<file path="src/rtl/mac_irq_pkg.sv">
`timescale 1ns/100ps
package mac_irq_pkg;

    // Register word offsets; ports are laid out with a fixed stride
    localparam int OFS_PSTAT    = 0;
    localparam int OFS_PEN      = 1;
    localparam int OFS_MSTAT    = 4;
    localparam int OFS_MEN      = 5;
    localparam int PORT_STRIDE  = 2;
    localparam int OFS_FSTAT    = 8;
    localparam int OFS_FEN      = 9;
    localparam int NUM_PORTS    = 2;

    typedef enum logic {
        DF_IDLE = 1'b0,
        DF_HOLD = 1'b1
    } defer_state_e;

endpackage

</file>
<file path="src/rtl/irq_sticky_bank.sv">
`timescale 1ns/100ps
module irq_sticky_bank #(
    parameter int W = 4
) (
    input  logic         clk,
    input  logic         rst_n,
    input  logic [W-1:0] set_v,
    input  logic [W-1:0] clr_v,
    output logic [W-1:0] status
);

    always_ff @(posedge clk) begin
        if (!rst_n) begin
            status <= '0;
        end else begin
            status <= (status & ~clr_v) | set_v;
        end
    end

    // a set bit that is not cleared stays set
    p_sticky_r2: assert property (@(posedge clk) disable iff (!rst_n)
        1'b1 |=> ((status & $past(status) & ~$past(clr_v)) == ($past(status) & ~$past(clr_v))));

    // a cleared bit without a concurrent set goes to 0
    p_clear_r3: assert property (@(posedge clk) disable iff (!rst_n)
        1'b1 |=> ((status & $past(clr_v) & ~$past(set_v)) == '0));

    // a set is never lost to a concurrent clear
    p_set_wins_r4: assert property (@(posedge clk) disable iff (!rst_n)
        1'b1 |=> ((status & $past(set_v)) == $past(set_v)));

endmodule

</file>
<file path="src/rtl/irq_defer_fsm.sv">
`timescale 1ns/100ps
module irq_defer_fsm import mac_irq_pkg::*; #(
    parameter int W = 8
) (
    input  logic         clk,
    input  logic         rst_n,
    input  logic [W-1:0] ev,
    input  logic         wb_done,
    output logic [W-1:0] post
);

    defer_state_e state_q, state_d;
    logic [W-1:0] pend_q;

    // State register
    always_ff @(posedge clk) begin
        if (!rst_n) begin
            state_q <= DF_IDLE;
        end else begin
            state_q <= state_d;
        end
    end

    // Transitions
    always_comb begin
        state_d = state_q;
        unique case (state_q)
            DF_IDLE: if ((|ev) && !wb_done) state_d = DF_HOLD;
            DF_HOLD: if (wb_done)           state_d = DF_IDLE;
            default: state_d = DF_IDLE;
        endcase
    end

    // Pending flags: merge while waiting, flush on the pulse
    always_ff @(posedge clk) begin
        if (!rst_n) begin
            pend_q <= '0;
        end else if (wb_done) begin
            pend_q <= '0;
        end else begin
            pend_q <= pend_q | ev;
        end
    end

    // Outputs
    always_comb begin
        post = '0;
        unique case (state_q)
            DF_IDLE: if (wb_done) post = ev;
            DF_HOLD: if (wb_done) post = pend_q | ev;
            default: post = '0;
        endcase
    end

    // nothing is pending while idle
    p_idle_empty_r5: assert property (@(posedge clk) disable iff (!rst_n)
        (state_q == DF_IDLE) |-> (pend_q == '0));

    // the pulse empties the pending flags and returns to idle
    p_flush_r5: assert property (@(posedge clk) disable iff (!rst_n)
        wb_done |=> ((pend_q == '0) && (state_q == DF_IDLE)));

endmodule

</file>
<file path="src/rtl/irq_port_unit.sv">
`timescale 1ns/100ps
module irq_port_unit #(
    parameter int          EV_W       = 8,
    parameter int          MEV_W      = 4,
    parameter logic [31:0] DEFER_MASK = 32'h0000_000F
) (
    input  logic             clk,
    input  logic             rst_n,
    input  logic [EV_W-1:0]  ev,
    input  logic             wb_done,
    input  logic [MEV_W-1:0] mac_ev,
    input  logic [EV_W-1:0]  clr_main,
    input  logic [MEV_W-1:0] clr_mac,
    input  logic [MEV_W-1:0] mac_en,
    output logic [EV_W:0]    stat_rd,
    output logic [MEV_W-1:0] mac_stat
);

    localparam logic [EV_W-1:0] DMASK = DEFER_MASK[EV_W-1:0];

    logic [EV_W-1:0] ev_now, ev_held, ev_post, main_set, main_stat;
    logic            summary;

    assign ev_now   = ev & ~DMASK;
    assign ev_held  = ev & DMASK;
    assign main_set = ev_now | ev_post;

    irq_defer_fsm #(.W(EV_W)) u_defer (
        .clk     (clk),
        .rst_n   (rst_n),
        .ev      (ev_held),
        .wb_done (wb_done),
        .post    (ev_post)
    );

    irq_sticky_bank #(.W(EV_W)) u_main (
        .clk    (clk),
        .rst_n  (rst_n),
        .set_v  (main_set),
        .clr_v  (clr_main),
        .status (main_stat)
    );

    irq_sticky_bank #(.W(MEV_W)) u_mac (
        .clk    (clk),
        .rst_n  (rst_n),
        .set_v  (mac_ev),
        .clr_v  (clr_mac),
        .status (mac_stat)
    );

    assign summary = |(mac_stat & mac_en);
    assign stat_rd = {summary, main_stat};

    // summary is low whenever the secondary status is empty
    p_summary_r6: assert property (@(posedge clk) disable iff (!rst_n)
        (mac_stat == '0) |-> (stat_rd[EV_W] == 1'b0));

endmodule

</file>
<file path="src/rtl/mac_irq_hub.sv">
`timescale 1ns/100ps
module mac_irq_hub import mac_irq_pkg::*; #(
    parameter int          PEV_W      = 8,
    parameter int          MEV_W      = 4,
    parameter int          FEV_W      = 4,
    parameter int          ADDR_W     = 4,
    parameter logic [31:0] DEFER_MASK = 32'h0000_000F
) (
    input  logic              clk,
    input  logic              rst_n,
    input  logic [PEV_W-1:0]  p0_ev,
    input  logic              p0_wb_done,
    input  logic [PEV_W-1:0]  p1_ev,
    input  logic              p1_wb_done,
    input  logic [MEV_W-1:0]  p0_mac_ev,
    input  logic [MEV_W-1:0]  p1_mac_ev,
    input  logic [FEV_W-1:0]  fwd_ev,
    input  logic [ADDR_W-1:0] reg_addr,
    input  logic              reg_we,
    input  logic [31:0]       reg_wdata,
    output logic [31:0]       reg_rdata,
    output logic              irq_p0,
    output logic              irq_p1,
    output logic              irq_fwd
);

    localparam int PST_W = PEV_W + 1;

    logic [NUM_PORTS-1:0][PEV_W-1:0] ev_a;
    logic [NUM_PORTS-1:0]            wb_a;
    logic [NUM_PORTS-1:0][MEV_W-1:0] mev_a;
    logic [NUM_PORTS-1:0][PST_W-1:0] p_stat, p_en_q;
    logic [NUM_PORTS-1:0][MEV_W-1:0] m_stat, m_en_q;
    logic [NUM_PORTS-1:0][PEV_W-1:0] p_clr;
    logic [NUM_PORTS-1:0][MEV_W-1:0] m_clr;
    logic [FEV_W-1:0]                f_stat, f_en_q, f_clr;
    logic [2:0]                      irq_q;
    logic                            unused_wdata;

    assign ev_a  = {p1_ev, p0_ev};
    assign wb_a  = {p1_wb_done, p0_wb_done};
    assign mev_a = {p1_mac_ev, p0_mac_ev};
    assign unused_wdata = ^reg_wdata;

    generate
        for (genvar p = 0; p < NUM_PORTS; p++) begin : g_port
            localparam logic [ADDR_W-1:0] A_ST = ADDR_W'(OFS_PSTAT + PORT_STRIDE * p);
            localparam logic [ADDR_W-1:0] A_MS = ADDR_W'(OFS_MSTAT + PORT_STRIDE * p);

            assign p_clr[p] = (reg_we && (reg_addr == A_ST)) ? reg_wdata[PEV_W-1:0] : '0;
            assign m_clr[p] = (reg_we && (reg_addr == A_MS)) ? reg_wdata[MEV_W-1:0] : '0;

            irq_port_unit #(
                .EV_W       (PEV_W),
                .MEV_W      (MEV_W),
                .DEFER_MASK (DEFER_MASK)
            ) u_port (
                .clk      (clk),
                .rst_n    (rst_n),
                .ev       (ev_a[p]),
                .wb_done  (wb_a[p]),
                .mac_ev   (mev_a[p]),
                .clr_main (p_clr[p]),
                .clr_mac  (m_clr[p]),
                .mac_en   (m_en_q[p]),
                .stat_rd  (p_stat[p]),
                .mac_stat (m_stat[p])
            );

            // a line stays low after a cycle with its enable register empty
            p_enable_gate_r7: assert property (@(posedge clk) disable iff (!rst_n)
                ($past(p_en_q[p]) == '0) |-> (irq_q[p] == 1'b0));
        end
    endgenerate

    assign f_clr = (reg_we && (reg_addr == ADDR_W'(OFS_FSTAT))) ? reg_wdata[FEV_W-1:0] : '0;

    irq_sticky_bank #(.W(FEV_W)) u_fwd (
        .clk    (clk),
        .rst_n  (rst_n),
        .set_v  (fwd_ev),
        .clr_v  (f_clr),
        .status (f_stat)
    );

    // Enable registers
    always_ff @(posedge clk) begin
        if (!rst_n) begin
            p_en_q <= '0;
            m_en_q <= '0;
            f_en_q <= '0;
        end else if (reg_we) begin
            for (int p = 0; p < NUM_PORTS; p++) begin
                if (reg_addr == ADDR_W'(OFS_PEN + PORT_STRIDE * p)) p_en_q[p] <= reg_wdata[PST_W-1:0];
                if (reg_addr == ADDR_W'(OFS_MEN + PORT_STRIDE * p)) m_en_q[p] <= reg_wdata[MEV_W-1:0];
            end
            if (reg_addr == ADDR_W'(OFS_FEN)) f_en_q <= reg_wdata[FEV_W-1:0];
        end
    end

    // Registered interrupt lines
    always_ff @(posedge clk) begin
        if (!rst_n) begin
            irq_q <= '0;
        end else begin
            irq_q[0] <= |(p_stat[0] & p_en_q[0]);
            irq_q[1] <= |(p_stat[1] & p_en_q[1]);
            irq_q[2] <= |(f_stat & f_en_q);
        end
    end

    assign irq_p0  = irq_q[0];
    assign irq_p1  = irq_q[1];
    assign irq_fwd = irq_q[2];

    // Read mux
    always_comb begin
        reg_rdata = '0;
        for (int p = 0; p < NUM_PORTS; p++) begin
            if (reg_addr == ADDR_W'(OFS_PSTAT + PORT_STRIDE * p)) reg_rdata[PST_W-1:0] = p_stat[p];
            if (reg_addr == ADDR_W'(OFS_PEN   + PORT_STRIDE * p)) reg_rdata[PST_W-1:0] = p_en_q[p];
            if (reg_addr == ADDR_W'(OFS_MSTAT + PORT_STRIDE * p)) reg_rdata[MEV_W-1:0] = m_stat[p];
            if (reg_addr == ADDR_W'(OFS_MEN   + PORT_STRIDE * p)) reg_rdata[MEV_W-1:0] = m_en_q[p];
        end
        if (reg_addr == ADDR_W'(OFS_FSTAT)) reg_rdata[FEV_W-1:0] = f_stat;
        if (reg_addr == ADDR_W'(OFS_FEN))   reg_rdata[FEV_W-1:0] = f_en_q;
    end

    // unmapped addresses read 0
    p_unmapped_r9: assert property (@(posedge clk) disable iff (!rst_n)
        (reg_addr > ADDR_W'(OFS_FEN)) |-> (reg_rdata == '0));

    // relay line stays low after a cycle with the relay enable empty
    p_fwd_gate_r8: assert property (@(posedge clk) disable iff (!rst_n)
        ($past(f_en_q) == '0) |-> (irq_fwd == 1'b0));

endmodule

</file>
<file path="config.mk">
export PLATFORM = sky130hd
export DESIGN_NAME = mac_irq_hub
export DESIGN_NICKNAME = d
export VERILOG_FILES = /design/src/rtl/mac_irq_pkg.sv /design/src/rtl/irq_sticky_bank.sv /design/src/rtl/irq_defer_fsm.sv /design/src/rtl/irq_port_unit.sv /design/src/rtl/mac_irq_hub.sv
export SDC_FILE = /design/constraint.sdc
export NUM_CORES = 1
export LEC_CHECK = 0
export BUFFER_PORTS_ARGS = -buffer_cell sky130_fd_sc_hd__buf_2
export CAP_MARGIN = 25
export CORE_UTILIZATION = 55
export CTS_CLUSTER_DIAMETER = 30
export DETAILED_ROUTE_END_ITERATION = 10
export GPL_ROUTABILITY_DRIVEN = 0
export GPL_TIMING_DRIVEN = 1
export PLACE_DENSITY = 0.84
export SLEW_MARGIN = 10
export SYNTH_ARGS = -nofsm -noshare
export SYNTH_HDL_FRONTEND = slang
export SYNTH_SLANG_ARGS = --single-unit
</file>
<file path="constraint.sdc">
create_clock -name clk -period 6.5 [get_ports clk]
set_clock_uncertainty 0.05 [all_clocks]
set_input_delay 1.625 -clock clk [delete_from_list [all_inputs] [get_ports clk]]
set_output_delay 1.625 -clock clk [all_outputs]
set_load 0.05 [all_outputs]
</file>
Word-level counts from Yosys, hierarchy flattened
Cells that the tools add are included.
Operators by class
  equal/unequal tests: 9
  mux-type cells: 27
  bitwise logic cells: 27
  reduce and logical (&&, ||, !) cells: 24
Operator list (count)
  two-way mux 4 bit: 11
  two-way mux 9 bit: 4
  two-way mux 8 bit: 4
  OR 8 bit: 4
  case mux 8 bit (2 select lines): 2
  bitwise AND 4 bit: 6
  OR reduction 4 bit: 5
  bitwise AND 9 bit: 2
  OR reduction 9 bit: 2
  bitwise AND 8 bit: 2
  == test 4 x 3 -> 1 bit, second input constant: 4
  NOT 8 bit: 2
  OR 8 x 4 -> 8 bit: 2
  NOT 4 bit: 3
  OR 4 bit: 3
  AND reduction 2 bit: 5
  == test 4 x 2 -> 1 bit, second input constant: 2
  == test 4 bit, second input constant: 2
  logical AND 1 bit: 7
  == test 4 x 1 -> 1 bit, second input constant: 1
  logical NOT 4 bit: 1
  two-way mux 1 bit: 4
  case mux 1 bit (2 select lines): 2
  OR reduction 2 bit: 2
  other kinds (2): 5
Storage, ports and cells
  register bits: 79
  input port bits: 69
  output and inout bits: 35
  logic and storage cells: 102

Longest topological paths before layout
Gate-level depths: netlist of the first run.
  depth in word-level cells: 12
  depth in mapped cells: 7
  depth with buffers taken out: 4

Cells and area by module
A second synthesis of the first run with hierarchy kept.
Unflattened totals
  cell total of the unflattened synthesis: 460
  area total of the unflattened synthesis: 4346.7 sq um
Modules (own cells, without submodules)
  mac_irq_hub: instances 1, cells an instance 260, area an instance 2302.2 sq um, seq. area each 660.6 sq um
  irq_defer_fsm: instances 2, cells an instance 48, area an instance 381.6 sq um, seq. area each 180.2 sq um
  irq_sticky_bank (g_port[0].u_port.u_main ...): instances 2, cells an instance 25, area an instance 337.8 sq um, seq. area each 160.2 sq um
  irq_sticky_bank (g_port[0].u_port.u_mac ...): instances 3, cells an instance 12, area an instance 165.2 sq um, seq. area each 80.1 sq um
  irq_port_unit: instances 2, cells an instance 9, area an instance 55.1 sq um, seq. area each 0.0 sq um

Worst setup path before layout of the first run
No wires, ideal clock.
  kind: input port to output port
  start: in reg_addr[3]
  end: out reg_rdata[2]
  arrival: 3.354 ns
  required time: 4.825 ns
  setup slack: 1.471 ns
  stages on the path: 6
  cells stage by stage: buf_2 > or3b_2 > buf_2 > o21ai_0 > a221oi_1 > o22ai_1
Between the ends
  longest elaborated chain between the ends: 11
  elaborated cells on any way between the ends: 20
  those cells by class: eq/ne: 9; mux: 10; reduce/logical: 1
Ends and longest elaborated chain
  start, declared: line mac_irq_hub.sv:18  | input logic [ADDR_W-1:0] reg_addr,
  logical NOT 4 bit: line mac_irq_hub.sv:120  | if (reg_addr == ADDR_W'(OFS_PSTAT + PORT_STRIDE * p)) reg_rdata[PST_W-1:0] = p_stat[p];
  two-way mux 9 bit: line mac_irq_hub.sv:120
  two-way mux 9 bit: line mac_irq_hub.sv:121  | if (reg_addr == ADDR_W'(OFS_PEN + PORT_STRIDE * p)) reg_rdata[PST_W-1:0] = p_en_q[p];
  two-way mux 4 bit: line mac_irq_hub.sv:122  | if (reg_addr == ADDR_W'(OFS_MSTAT + PORT_STRIDE * p)) reg_rdata[MEV_W-1:0] = m_stat[p];
  two-way mux 4 bit: line mac_irq_hub.sv:123  | if (reg_addr == ADDR_W'(OFS_MEN + PORT_STRIDE * p)) reg_rdata[MEV_W-1:0] = m_en_q[p];
  two-way mux 9 bit: line mac_irq_hub.sv:120
  two-way mux 9 bit: line mac_irq_hub.sv:121
  two-way mux 4 bit: line mac_irq_hub.sv:122
  two-way mux 4 bit: line mac_irq_hub.sv:123
  two-way mux 4 bit: line mac_irq_hub.sv:125  | if (reg_addr == ADDR_W'(OFS_FSTAT)) reg_rdata[FEV_W-1:0] = f_stat;
  two-way mux 4 bit *: line mac_irq_hub.sv:126  | if (reg_addr == ADDR_W'(OFS_FEN)) reg_rdata[FEV_W-1:0] = f_en_q;
  end, declared: line mac_irq_hub.sv:21  | output logic [31:0] reg_rdata,
Every way passes the cells marked *; elsewhere a longest branch is shown, timed or not.

Worst setup path in the final report of the first run
  start: in reg_addr[2]
  end: out reg_rdata[3]
The elaborated chain is that of the path after synthesis.

==> results of run 1 <==
## routing by layer
metal / vias to the layer above / GRT usage
met2: 96 / 0.401
met4: 0 / 0.0894
met3: 21 / 0.0712
met5: - / 0
li1: 1463 / -
met1: 1410 / 0.315
## metrics by stage
| step | worst slack, ns | utilization | power (mW) | instance area, sq um |
|---|---|---|---|---|
| after floorplan | 1.47 | - | 0.593 | 3760 |
| after global placement | 1.60 | 0.603 | 0.614 | 3850 |
| after detailed placement | 1.57 | 0.603 | 0.618 | 3850 |
| after CTS | 1.54 | 0.642 | 1.05 | 4100 |
| after global routing | 1.40 | 0.642 | 1.08 | 4100 |
| final | 1.53 | 0.642 | 1.04 | 4100 |
## worst reg2reg max path: stages (launching register included)
cell                      delay (ns)
sky130_fd_sc_hd__dfxtp_1        0.33
sky130_fd_sc_hd__a22oi_1        0.23
sky130_fd_sc_hd__nand2_1        0.12
sky130_fd_sc_hd__a21oi_1        0.21
sky130_fd_sc_hd__nor2b_1        0.08
## layout make-up
| class | instances | area, sq um |
|---|---|---|
| Fill cell | 536 | 2290 |
| Multi-Input combinational cell | 296 | 2020 |
| Sequential cell | 71 | 1420 |
| Timing Repair Buffer | 58 | 293 |
| Clock buffer | 11 | 141 |
| Clock inverter | 5 | 105 |
| Tap cell | 77 | 96.3 |
| Inverter | 6 | 22.5 |
## sequential cells by signal, indices dropped and copies added, names as in the netlist
name,cells
m_en_q,8
f_en_q,4
g_port.u_port.u_mac.status,8
irq_q,3
g_port.u_port.u_main.status,16
g_port.u_port.u_defer.pend_q,8
g_port.u_port.u_defer.state_q,2
u_fwd.status,4
p_en_q,18
## kinds of logic (layout without fill, tap and decap cells)
kind of cell | count (synthesis) | count (layout) | synth area share
mux | 32 | 32 | 0.108
simple gates | 117 | 117 | 0.180
buf+inv | 54 | 80 | 0.0868
other cells | 1 | 23 | 0.00102
flops | 71 | 71 | 0.387
compound gates | 124 | 124 | 0.238
## Yosys cell counts
cell type | n | share of area
sky130_fd_sc_hd__dfxtp_1 | 71 | 0.39
sky130_fd_sc_hd__nand3b_1 | 6 | 0.012
sky130_fd_sc_hd__buf_2 | 3 | 0.0041
sky130_fd_sc_hd__nand2_1 | 13 | 0.013
sky130_fd_sc_hd__nand3_1 | 6 | 0.0082
sky130_fd_sc_hd__or3b_2 | 1 | 0.0024
sky130_fd_sc_hd__a2bb2oi_1 | 3 | 0.0071
sky130_fd_sc_hd__a221oi_1 | 1 | 0.0024
sky130_fd_sc_hd__nor3b_1 | 5 | 0.010
sky130_fd_sc_hd__inv_1 | 5 | 0.0051
sky130_fd_sc_hd__nor2_1 | 21 | 0.021
sky130_fd_sc_hd__nor2_4 | 1 | 0.0031
sky130_fd_sc_hd__mux4_2 | 6 | 0.037
sky130_fd_sc_hd__o22ai_1 | 1 | 0.0017
sky130_fd_sc_hd__conb_1 | 1 | 0.0010
sky130_fd_sc_hd__nand2b_1 | 8 | 0.014
sky130_fd_sc_hd__a22oi_1 | 14 | 0.029
sky130_fd_sc_hd__o21a_1 | 28 | 0.057
sky130_fd_sc_hd__nor4_1 | 1 | 0.0017
sky130_fd_sc_hd__buf_6 | 3 | 0.0092
sky130_fd_sc_hd__nor3_2 | 2 | 0.0054
sky130_fd_sc_hd__o32a_1 | 3 | 0.0082
sky130_fd_sc_hd__a21oi_1 | 19 | 0.026
sky130_fd_sc_hd__o21ai_0 | 9 | 0.012
sky130_fd_sc_hd__buf_4 | 24 | 0.049
sky130_fd_sc_hd__clkbuf_1 | 18 | 0.018
sky130_fd_sc_hd__nor2b_1 | 41 | 0.070
sky130_fd_sc_hd__a21o_1 | 3 | 0.0061
sky130_fd_sc_hd__nand4_1 | 2 | 0.0034
sky130_fd_sc_hd__a21boi_0 | 34 | 0.069
sky130_fd_sc_hd__mux2i_1 | 26 | 0.071
sky130_fd_sc_hd__clkinv_1 | 1 | 0.0010
sky130_fd_sc_hd__nor3_1 | 6 | 0.0082
sky130_fd_sc_hd__or2_2 | 1 | 0.0017
sky130_fd_sc_hd__a211oi_1 | 3 | 0.0061
sky130_fd_sc_hd__o21bai_1 | 3 | 0.0061
sky130_fd_sc_hd__or2_1 | 1 | 0.0017
sky130_fd_sc_hd__or3_1 | 2 | 0.0034
sky130_fd_sc_hd__o32ai_1 | 3 | 0.0071
## how the worst min path moves through the flow
stage	endpoint	slack, ns	depth (start not counted)
3_3_place_gp	g_port[0].u_port.u_defer.pend_q[3]	0.40	2
6_report	g_port[1].u_port.u_defer.pend_q[3]	0.42	2
2_1_floorplan	g_port[0].u_port.u_defer.pend_q[2]	0.38	2
5_1_grt	g_port[0].u_port.u_defer.pend_q[0]	0.47	2
3_5_place_dp	g_port[1].u_port.u_defer.pend_q[3]	0.41	2
4_1_cts	g_port[1].u_port.u_defer.pend_q[3]	0.42	2
## report_power, final
part | total (mW) | internal (mW) | switching (mW)
combinational | 0.141 | 0.0488 | 0.0925
clock | 0.432 | 0.265 | 0.167
sequential | 0.468 | 0.453 | 0.0151
total | 1.04 | 0.767 | 0.274
==> flow_summary.yaml, run 1 <==
final_layout:
  finish.net_count: 511
  n_antenna_cell: 0
  layout-drive-gt1-share: 0.188
  top_library_cells_by_usage_in_the_layout_fill_and_taps_aside: "sky130_fd_sc_hd__dfxtp_1, sky130_fd_sc_hd__buf_2, sky130_fd_sc_hd__nor2b_1, sky130_fd_sc_hd__a21boi_0, sky130_fd_sc_hd__o21a_1"
  layout_commonest_cell: "sky130_fd_sc_hd__dfxtp_1"
  instances_no_fill: 524
  areaGrowthSynthToFinish_pct: 11.5
synthesis:
  yosysWarningCount: 0
  ys_ff_latch: 71
  post_synth_num_cell_types: 39
  synth.yosys.seq_area_share: 0.387
  synth_area_per_cell_sq_um: 9.21
  netlist_area_sq_um: 3680
  synthesis.instances: 399
timing:
  finalHoldViolCount: 0
  setup_viol_count_final: 0
  timing.slew.headroom: 0.354
  fmax_mhz: 201
  unrepaired_setup_endpoints_after_global_routing: "false"
  worst_pin_slew_ns: 0.970
  final.min_clock_period_ns: 4.97
  setup_total_negative_slack_ns: 0
  final_min_period_over_clock_period: 0.765
  finalHoldWorstSlack_ns: 0.420
  timing_max_transition_violations_final: 0
floorplanning:
  io_pins: 104
  initial_utilization: 0.576
  coreArea_sq_um: 6390
  overall_die_area_sq_um: 7010
  rows: 29
  chipWidth_microns: 83.8
  die_height_microns: 83.8
outcome:
  run_status: "completed"
setup_path:
  critPathSlowestCell: "sky130_fd_sc_hd__o32a_1"
  worst_path_most_repeated_cell: "sky130_fd_sc_hd__buf_2"
  regToRegStartpoint: "m_en_q[5]"
  critical_path.startpoint_type: "primary input"
  critical_path_depth: 6
  reg2reg_depth: 4
  crit_chain: "buf_2 > nand3b_1 > o32a_1 > a21o_1 > nand3_1 > buf_2"
  cp_peak_stage_delay_ns: 0.40
  cp_max_fo: 26
  crit_required_ns: 4.83
  crit_path_start: "reg_addr[2]"
  worst-endpoint-arrival_ns: 3.30
  timing_worst_setup_path_type: "in2out"
  endpoint_kind: "primary output"
  reg2reg_setup_slack_ns: 5.36
  endpoint: "reg_rdata[3]"
  worst_path_top_cell_family_by_delay: "buffers and inverters"
  rr_endpoint: "irq_q[1]"
  worstPathBufferInverterCount: 2
clocking:
  ctsRootBufferMaster: "sky130_fd_sc_hd__clkbuf_8"
  h-tree-depth: 3
  clkTransAtPathRegs_ns: 0.07
  clock_insertion_delay_worst_skew_ns: 0.35
  cts_bufs_inserted: 9
  numClockSinks: 71
  clock_path_buffers: 2
  postCtsHoldBufs: 0
  post_cts_resized: 0
  post-cts-setup-buffers: 0
  cts_tree: "done"
pwr:
  worst_ir_drop_vdd_mv: 0.186
  leakagePower_nw: 1.67
  pwr_density_cell_nw_per_um2: 254
route:
  drt-total-wl_microns: 8320
  post_drt_wl_per_cell_microns: 15.9
  wl_met3_microns: 479
  route.detailed.vias_per_inst: 5.71
  routedLengthMet1_microns: 3710
  number_of_optimization_iterations_in_the_first_detailed_route_pass: 4
  maxUsedRoutingLayer: "met4"
  drc: 0
  drt.antenna.violating_nets: 0
  detailedRoute.firstIterationViolations: 174
  met2_wirelength_microns: 3960
  detailroute.via_count: 2990
run:
  cap_viol_max_count: 0
global_routing:
  grt_antenna_before_repair: 0
  maximum_number_of_pins_on_one_net_before_global_route_repair: 64
  track_usage: 0.248
  grt_pass1_wl_microns: 13700
  gr-total-overflow: 0
  via_count_of_the_first_global_routing_pass: 2839
placed_design:
  dp_cells: 508
  port_buffers: 57
  detailed_place_hpwl_microns: 5810
worst_hold_path:
  hold_path.class: "reg2reg"
  worstHoldStart: "g_port[1].u_port.u_defer.pend_q[3]"
Note: power is estimated with default switching activity, not from simulation.
==> inputs of run 2 (changes only) <==
- CORE_UTILIZATION: 55 -> 47
- PLACE_DENSITY: 0.84 -> 0.76
- clock period: 6.5 -> 4.3 ns (I/O delays scaled with it)
==> flow_summary.yaml, run 2 (synthesis gave the netlist of run 1 again) <==
global_routing:
  via_count_of_the_first_global_routing_pass: 2862
  track_usage: 0.217
  maximum_number_of_pins_on_one_net_before_global_route_repair: 64
  grt_pass1_wl_microns: 14000
  grt_antenna_before_repair: 0
  gr-total-overflow: 0
timing:
  timing_max_transition_violations_final: 0
  setup_viol_count_final: 0
  finalHoldViolCount: 0
  fmax_mhz: 259
  unrepaired_setup_endpoints_after_global_routing: "false"
  final.min_clock_period_ns: 3.86
  worst_pin_slew_ns: 1.00
  setup_total_negative_slack_ns: 0
  final_min_period_over_clock_period: 0.898
  timing.slew.headroom: 0.333
final_layout:
  n_antenna_cell: 0
  layout-drive-gt1-share: 0.190
  largestRegisters: "p_en_q x18, g_port.u_port.u_main.status x16"
  top_library_cells_by_usage_in_the_layout_fill_and_taps_aside: "sky130_fd_sc_hd__dfxtp_1, sky130_fd_sc_hd__buf_2, sky130_fd_sc_hd__nor2b_1, sky130_fd_sc_hd__a21boi_0, sky130_fd_sc_hd__o21a_1"
  layout.cell_area.non_filler_sq_um: 4060
  instances_no_fill: 546
  largest_register: "p_en_q"
  layout_commonest_cell: "sky130_fd_sc_hd__dfxtp_1"
  areaGrowthSynthToFinish_pct: 10.5
  finish.net_count: 511
  largest_reg_flops: 18
clocking:
  post-cts-setup-buffers: 0
  clock_insertion_delay_worst_skew_ns: 0.35
  clkTransAtPathRegs_ns: 0.07
  ctsRootBufferMaster: "sky130_fd_sc_hd__clkbuf_8"
  cts_bufs_inserted: 9
  h-tree-depth: 3
  numClockSinks: 71
  postCtsHoldBufs: 0
  clock_path_buffers: 2
  post_cts_resized: 0
  cts_tree: "done"
pwr:
  power.internal_mw: 0.997
  worst_ir_drop_vdd_mv: 0.174
  leakagePower_nw: 1.64
  clkPwrFrac: 0.346
  power.share.sequential: 0.502
  p_sw_mw: 0.409
  sw_frac_of_total: 0.291
  comb_power_share: 0.152
  pwr_density_cell_nw_per_um2: 346
outcome:
  run_status: "completed"
floorplanning:
  chipWidth_microns: 90.4
  initial_utilization: 0.496
  rows: 31
  coreArea_sq_um: 7410
  die_height_microns: 90.4
  overall_die_area_sq_um: 8180
  io_pins: 104
setup_path:
  endpoint_kind: "primary output"
  worstPathBufferInverterCount: 2
  worst_path_top_cell_family_by_delay: "buffers and inverters"
  critical_path.startpoint_type: "primary input"
  crit_chain: "buf_2 > nand3b_1 > o32a_1 > a21o_1 > nand3_1 > buf_2"
  timing_worst_setup_path_type: "in2out"
  worst-endpoint-arrival_ns: 2.74
  critPathSlowestCell: "sky130_fd_sc_hd__o32a_1"
  cp_max_fo: 26
  worst_path_most_repeated_cell: "sky130_fd_sc_hd__buf_2"
  cp_peak_stage_delay_ns: 0.40
  crit_required_ns: 3.17
run:
  cap_viol_max_count: 0
route:
  detailroute.via_count: 2933
  route.detailed.vias_per_inst: 5.37
  detailedRoute.firstIterationViolations: 149
  number_of_optimization_iterations_in_the_first_detailed_route_pass: 4
  drt-total-wl_microns: 8290
  post_drt_wl_per_cell_microns: 15.2
  drc: 0
  drt.antenna.violating_nets: 0
placed_design:
  port_buffers: 57
  detailed_place_hpwl_microns: 5890
  placement.cell_area_sq_um: 3880
  dp_cells: 530
worst_hold_path:
  hold_path.class: "reg2reg"
-- run 2: power by group through the flow --
stage | sequential [mW] | clock [mW] | combinational, mW
floorplan | 0.715 | 0 | 0.182
global placement | 0.721 | 0 | 0.209
detailed placement | 0.721 | 0 | 0.212
CTS | 0.706 | 0.500 | 0.213
global route | 0.710 | 0.530 | 0.231
finish | 0.706 | 0.487 | 0.213
-- run 2: worst paths after layout --
check                                                         from  cells past startpoint                                  to  slack, ns
worst max-delay path                                   reg_addr[2]                      6                        reg_rdata[0]       0.44
worst min-delay path            g_port[0].u_port.u_defer.pend_q[2]                      2  g_port[0].u_port.u_defer.pend_q[2]       0.42
worst max register to register    g_port[1].u_port.u_mac.status[1]                      4                            irq_q[1]       3.19
worst min register to register  g_port[0].u_port.u_defer.pend_q[2]                      2  g_port[0].u_port.u_defer.pend_q[2]       0.42
-- run 2: cell type report --
class | count | area, sq um
Inverter | 6 | 22.5
Multi-Input combinational cell | 296 | 2020
Fill cell | 720 | 3350
Timing Repair Buffer | 58 | 293
Clock inverter | 5 | 32.5
Sequential cell | 71 | 1420
Tap cell | 99 | 124
Clock buffer | 11 | 151
-- run 2: worst min-delay path: cells and delay by family, from the launching register on --
family,cells,cell delay [ns]
DFF,1,0.33
and+or+nand+nor,2,0.11
-- run 2: through the flow --
stage	setup WS, ns	util	total power, mW	hold WS (ns)
after floorplan	0.371	-	0.897	0.384
after global placement	0.505	0.524	0.930	0.399
after detailed placement	0.471	0.524	0.933	0.406
after CTS	0.452	0.548	1.42	0.425
after global routing	0.258	0.548	1.47	0.445
final	0.439	0.548	1.41	0.419
-- run 2: layer usage --
layer	routed length [microns]	part of all wire	global-route usage
met4	129	0.016	0.0847
met3	400	0.048	0.0522
met1	3780	0.46	0.277
met5	0	0	0
met2	3980	0.48	0.354
